`src/rtl/dispmem_pkg.sv`:
```
package dispmem_pkg;
  localparam int DIGITS = 4;
  localparam int ADDR_W = 2;
  localparam int CODE_W = 7;
  localparam logic [CODE_W-1:0] BLANK_CODE = 7'h20;

  typedef struct packed {
    logic              ce1_n;
    logic              ce2_n;
    logic              wr_n;
    logic              cur_sel_n;
    logic              clr_n;
    logic [ADDR_W-1:0] addr;
    logic [CODE_W-1:0] data;
  } bus_t;

  localparam int BUS_W = $bits(bus_t);

  // Write request: both enables and the strobe asserted (all active low).
  function automatic logic write_request(input logic ce1_n, input logic ce2_n,
                                         input logic wr_n);
    return !ce1_n && !ce2_n && !wr_n;
  endfunction

  // One-hot digit select for a commit.
  function automatic logic [DIGITS-1:0] digit_hit(input logic [ADDR_W-1:0] a);
    return DIGITS'(1) << a;
  endfunction
endpackage

```
`src/rtl/dispmem_sync.sv`:
```
module dispmem_sync #(
  parameter int               W       = 8,
  parameter logic [W-1:0]     RST_VAL = '0
) (
  input  logic         clk,
  input  logic         rst_n,
  input  logic [W-1:0] async_in,
  output logic [W-1:0] sync_out
);
  logic [W-1:0] meta_q;
  logic [W-1:0] stable_q;

  for (genvar b = 0; b < W; b++) begin : g_bit
    always_ff @(posedge clk) begin
      if (!rst_n) begin
        meta_q[b]   <= RST_VAL[b];
        stable_q[b] <= RST_VAL[b];
      end else begin
        meta_q[b]   <= async_in[b];
        stable_q[b] <= meta_q[b];
      end
    end
  end

  assign sync_out = stable_q;
endmodule

```
`src/rtl/dispmem_wctl.sv`:
```
module dispmem_wctl
  import dispmem_pkg::*;
#(
  parameter int AW = ADDR_W,
  parameter int CW = CODE_W
) (
  input  logic          clk,
  input  logic          rst_n,
  input  bus_t          bus_s,
  output logic          commit,
  output logic [AW-1:0] cmt_addr,
  output logic [CW-1:0] cmt_data,
  output logic          cmt_cursor,
  output logic          clr_act
);
  logic          req;
  logic          pend_q;
  logic          spoiled_q;
  logic [AW-1:0] addr_q;
  logic [CW-1:0] data_q;
  logic          cursor_q;

  assign req     = write_request(bus_s.ce1_n, bus_s.ce2_n, bus_s.wr_n);
  assign clr_act = !bus_s.clr_n;

  always_ff @(posedge clk) begin
    if (!rst_n) begin
      pend_q    <= 1'b0;
      spoiled_q <= 1'b0;
      addr_q    <= '0;
      data_q    <= '0;
      cursor_q  <= 1'b0;
    end else begin
      spoiled_q <= req && (spoiled_q || clr_act);
      if (clr_act || spoiled_q) begin
        pend_q <= 1'b0;
      end else if (req) begin
        pend_q   <= 1'b1;
        addr_q   <= bus_s.addr;
        data_q   <= bus_s.data;
        cursor_q <= !bus_s.cur_sel_n;
      end else begin
        pend_q <= 1'b0;
      end
    end
  end

  assign commit     = pend_q && !req && !clr_act;
  assign cmt_addr   = addr_q;
  assign cmt_data   = data_q;
  assign cmt_cursor = cursor_q;


  single_commit_chk: assert property (@(posedge clk) disable iff (!rst_n)
    commit |=> !commit);

  commit_after_release_chk: assert property (@(posedge clk) disable iff (!rst_n)
    commit |-> $past(req));

  no_commit_in_clear_chk: assert property (@(posedge clk) disable iff (!rst_n)
    clr_act |=> !pend_q);
endmodule

```
`src/rtl/dispmem_store.sv`:
```
module dispmem_store
  import dispmem_pkg::*;
#(
  parameter int                ND    = DIGITS,
  parameter int                AW    = ADDR_W,
  parameter int                CW    = CODE_W,
  parameter logic [CODE_W-1:0] BLANK = BLANK_CODE
) (
  input  logic          clk,
  input  logic          rst_n,
  input  logic          commit,
  input  logic [AW-1:0] cmt_addr,
  input  logic [CW-1:0] cmt_data,
  input  logic          cmt_cursor,
  input  logic          clr_act,
  input  logic [AW-1:0] rd_addr,
  output logic [CW-1:0] rd_char,
  output logic          rd_cursor
);
  logic [ND-1:0][CW-1:0] char_q;
  logic [ND-1:0]         cur_q;
  logic [ND-1:0]         hit;
  logic [ND*CW-1:0]      char_flat;
  logic                  char_we;
  logic                  cur_we;

  assign hit       = digit_hit(cmt_addr);
  assign char_we   = commit && !clr_act && !cmt_cursor;
  assign cur_we    = commit && !clr_act && cmt_cursor;
  assign char_flat = char_q;

  for (genvar i = 0; i < ND; i++) begin : g_digit
    logic [CW-1:0] slot_q;
    logic          cflag_q;

    always_ff @(posedge clk) begin
      if (!rst_n || clr_act) begin
        slot_q  <= BLANK;
        cflag_q <= 1'b0;
      end else begin
        if (char_we && hit[i]) slot_q  <= cmt_data;
        if (cur_we && hit[i])  cflag_q <= cmt_data[0];
      end
    end

    assign char_q[i] = slot_q;
    assign cur_q[i]  = cflag_q;


    char_store_chk: assert property (@(posedge clk) disable iff (!rst_n)
      (commit && !cmt_cursor && !clr_act && cmt_addr == AW'(i))
        |=> slot_q == $past(cmt_data));

    clear_blank_chk: assert property (@(posedge clk) disable iff (!rst_n)
      clr_act |=> (slot_q == BLANK) && !cflag_q);
  end

  assign rd_char   = char_q[rd_addr];
  assign rd_cursor = cur_q[rd_addr];


  cursor_keeps_char_chk: assert property (@(posedge clk) disable iff (!rst_n)
    (commit && cmt_cursor) |=> $stable(char_flat));

  idle_hold_chk: assert property (@(posedge clk) disable iff (!rst_n)
    (!commit && !clr_act) |=> ($stable(char_flat) && $stable(cur_q)));
endmodule

```
`src/rtl/dispmem_wport.sv`:
```
module dispmem_wport
  import dispmem_pkg::*;
(
  input  logic              clk,
  input  logic              rst_n,
  input  logic              ce1_n,
  input  logic              ce2_n,
  input  logic              wr_n,
  input  logic              cur_sel_n,
  input  logic              clr_n,
  input  logic [ADDR_W-1:0] bus_addr,
  input  logic [CODE_W-1:0] bus_data,
  input  logic [ADDR_W-1:0] rd_addr,
  output logic [CODE_W-1:0] rd_char,
  output logic              rd_cursor
);
  localparam bus_t BUS_IDLE = '{ce1_n: 1'b1, ce2_n: 1'b1, wr_n: 1'b1,
                                cur_sel_n: 1'b1, clr_n: 1'b1,
                                addr: '0, data: '0};

  bus_t              bus_raw;
  bus_t              bus_s;
  logic              commit;
  logic [ADDR_W-1:0] cmt_addr;
  logic [CODE_W-1:0] cmt_data;
  logic              cmt_cursor;
  logic              clr_act;

  assign bus_raw = '{ce1_n: ce1_n, ce2_n: ce2_n, wr_n: wr_n,
                     cur_sel_n: cur_sel_n, clr_n: clr_n,
                     addr: bus_addr, data: bus_data};

  dispmem_sync #(.W(BUS_W), .RST_VAL(BUS_IDLE)) u_sync (
    .clk      (clk),
    .rst_n    (rst_n),
    .async_in (bus_raw),
    .sync_out (bus_s)
  );

  dispmem_wctl u_wctl (
    .clk        (clk),
    .rst_n      (rst_n),
    .bus_s      (bus_s),
    .commit     (commit),
    .cmt_addr   (cmt_addr),
    .cmt_data   (cmt_data),
    .cmt_cursor (cmt_cursor),
    .clr_act    (clr_act)
  );

  dispmem_store u_store (
    .clk        (clk),
    .rst_n      (rst_n),
    .commit     (commit),
    .cmt_addr   (cmt_addr),
    .cmt_data   (cmt_data),
    .cmt_cursor (cmt_cursor),
    .clr_act    (clr_act),
    .rd_addr    (rd_addr),
    .rd_char    (rd_char),
    .rd_cursor  (rd_cursor)
  );
endmodule

```
`config.mk`:
```
export PLATFORM = sky130hd
export DESIGN_NAME = dispmem_wport
export DESIGN_NICKNAME = d
export VERILOG_FILES = /design/src/rtl/dispmem_pkg.sv /design/src/rtl/dispmem_sync.sv /design/src/rtl/dispmem_wctl.sv /design/src/rtl/dispmem_store.sv /design/src/rtl/dispmem_wport.sv
export SDC_FILE = /design/constraint.sdc
export NUM_CORES = 1
export LEC_CHECK = 0
export BUFFER_PORTS_ARGS = -buffer_cell sky130_fd_sc_hd__clkbuf_2
export CAP_MARGIN = 10
export CORE_MARGIN = 5
export CORE_UTILIZATION = 40
export CTS_BUF_LIST = sky130_fd_sc_hd__clkbuf_4
export DETAILED_ROUTE_END_ITERATION = 10
export HOLD_SLACK_MARGIN = 0.15
export PLACE_DENSITY = 0.57
export SKIP_LAST_GASP = 1
export SLEW_MARGIN = 25
export SYNTH_ARGS = -nofsm -noshare
export SYNTH_HDL_FRONTEND = slang
export SYNTH_SLANG_ARGS = --single-unit
export TNS_END_PERCENT = 30
```
`constraint.sdc`:
```
create_clock -name clk -period 1.3 [get_ports clk]
set_input_delay 0.26 -clock clk [delete_from_list [all_inputs] [get_ports clk]]
set_output_delay 0.26 -clock clk [all_outputs]
set_load 0.05 [all_outputs]
```
==> metrics <==
top-area cell type share of the netlist area 54.55%; Async SR Flop Fraction 0%; CTS sink count 72; HPWL after detailed placement roughly 3300 um; number of port buffers 25; Skew-Pair Late Insertion Delay 410 ps; unique cell type count in the Yosys netlist 26; Seq cells post-synth 72; vias per cell 4.723; Syn Nets 264; initial antenna violation count 0; clk_skew 15.70 ps; Final Slew Violations 0; ANT nets after route 0; Final period util 127.6%; initial DRC count between 60 and 70; dominant cell type by area after synthesis dfxtp_1; Post-Layout Cell Count 375; Remaining DRCs 0; CP Class reg2out; post-synthesis sequential area ratio 54.55%; # rows 29; Fillers 579; Via Count 1,771; Critical Path Fanout Max 2; failing checks negative setup slack; Final Worst Setup Slack -358.3 ps; area of the core 0.006386 mm2; Post-synth top cells dfxtp_1, nand2_1, mux2i_1; Buf+Inv Stages, Crit Path 1; worst hold path class in2reg; GR Overflow Total 0; Worst Max-Slew Pin Slew between 300 and 400 ps; total placed cells including tap cells approximately 350; most frequent cell after synthesis dfxtp_1; Worst-path clk slew roughly 120 ps; Clk Tree Root Cell clkbuf_4; CTS tree done; max_slew headroom 76.79%; GRT Resource Usage Total 12.42%; main flop type after synthesis dfxtp_1; critical-path cell list mux4_2, buf_8; slowest stage delay, CP 480 ps; Worst setup SP type register; layout cells sized above 1 24.83%; run status finished, violations left; final setup vio count 10; Layout area overhead 25.76%; Wirelength per Cell 12.55 um; RSZ-0062 raised after global routing yes; Die X 91.28 um; full die area 0.008332 mm2; deepest clock path buffer count 2; Max Freq 603.0 MHz; synthesized area 0.002643 mm2; largest net degree at the start of global routing 34; crit-path leading delay family multiplexers; Initial DRT Pass Iterations 4; Max-Cap Viols 0; VDD IR-drop max 0.5859 mV; H-tree depth 3; Min Clock Period, post-route 1658 ps; Nets 311; final hold violation count 0; Total Wirelength 4708 um; Ports 26; Core Util, Final between 50% and 60%; Syn Area/Cell ~11 um2; Cell Pwr Density 1141 mW/mm2; leak pwr 1.405 nW; Crit path required time 1040 ps; Yosys warnings 0; CP arrival 1400 ps; CP endpoint kind output port; slowest stage cell, crit path mux4_2; RD Place Congestion roughly 0.74; global-route wire length before repair 8266 um; Tot Pwr ~3.8 mW; cell count after synthesis between 200 and 250; initial cell density of the core 41.38%; worst slack, placed -225.3 ps; Synth area leaders dfxtp_1, mux2i_1, mux4_2; Post-synth EDFFs 0; Die Ht 91.28 um; vias in the first global route 1,757; Diodes inserted 0; Num CTS Buffers 9
[power by group]
part	internal, mW	leakage [nW]	switching (mW)
logic	0.101	0.743	0.0846
clock network	0.599	0.0738	0.751
registers	2.25	0.589	0.0110
total	2.94	1.41	0.847
[routing by layer]
metal / vias to the layer above / global-route usage (%) / routed length (um)
met2: 30 / 17.85 / 2034
met1: 797 / 17.07 / 2366
met5: - / 0 / 0
met4: 0 / 7.335 / 121
met3: 10 / 2.727 / 184
li1: 934 / - / -
[sequential cells by signal (all words and copies together) (netlist names), 2 cells and up]
register,count
u_store.g_digit.cflag_q,4
u_store.g_digit.slot_q,28
u_sync.meta_q,14
u_sync.sync_out,14
u_wctl.cmt_addr,2
u_wctl.cmt_data,7
[kinds of logic (layout without fill, tap and decap cells)]
kind of cell,count (synthesis),count (layout),share of synthesized area [%]
AND/OR/NAND/NOR,94,94,18.28
flip-flops,72,72,54.55
multiplexers,40,40,18.94
AO/OA/AOI/OAI,21,21,4.735
buffers and inverters,19,71,3.504
[worst register-to-register path, delay by kind of cell, from the launching register on]
kind	cells	cell delay [ps]
AOI/OAI and AO/OA	1	410
DFF	1	350
muxes	1	210
and+or+nand+nor	1	150
buffers and inverters	1	150
[cell type report]
type | instances | area (um2) | area share, %
Tap cell | 77 | 96.34 | 2.899
Timing Repair Buffer | 54 | 520.5 | 15.66
Sequential cell | 72 | 1451 | 43.67
Multi-Input combinational cell | 155 | 1116 | 33.58
Clock inverter | 6 | 60.06 | 1.807
Clock buffer | 10 | 75.07 | 2.259
Inverter | 1 | 3.754 | 0.1130
[worst paths after layout]
path	end	startpoint	slack [ps]	depth (start not counted)
worst max-delay path	rd_char[4]	u_store.g_digit[3].slot_q[4]	-360	2
worst min-delay path	u_sync.meta_q[11]	rst_n	260	3
worst max register to register	u_store.g_digit[1].slot_q[6]	u_sync.sync_out[12]	-20	4
worst min register to register	u_sync.sync_out[11]	u_sync.meta_q[11]	420	1
[timing repair]
action                                  4_1_cts  5_1_grt
endpoints found under the setup margin       37       49
gates cloned                                  0        0
hold buffers                                 14        0
buffers inserted                              0        0
endpoints found under the hold margin        14        0
pin swaps                                     0        0
resized for setup                            20       15
[per-stage QoR]
step / TNS [ps] / hold slack [ps] / instance area (um2)
2_1_floorplan: 0 / 361.5 / 2653
3_3_place_gp: -2275 / 390.4 / 2950
3_5_place_dp: -2799 / 394.0 / 2950
4_1_cts: -3588 / 228.6 / 3302
5_1_grt: -4722 / 250.0 / 3323
6_report: -2810 / 256.1 / 3323
[cell usage in the layout (no fill, tap or decap), types with 2 or more instances in the layout]
cell type	instances
dfxtp_1	64
nand2_1	35
mux2i_1	32
and2_1	19
clkbuf_2	17
dlygate4sd3_1	14
nand2b_1	11
nand3_1	11
a21oi_1	10
clkbuf_4	10
buf_4	10
o21ai_0	9
mux4_2	8
buf_8	8
dfxtp_2	8
nor2_1	6
buf_12	5
nor3_1	3
nor2b_1	2
nand3b_1	2
clkinv_2	2
No activity file was read; power rests on OpenSTA's default activity.
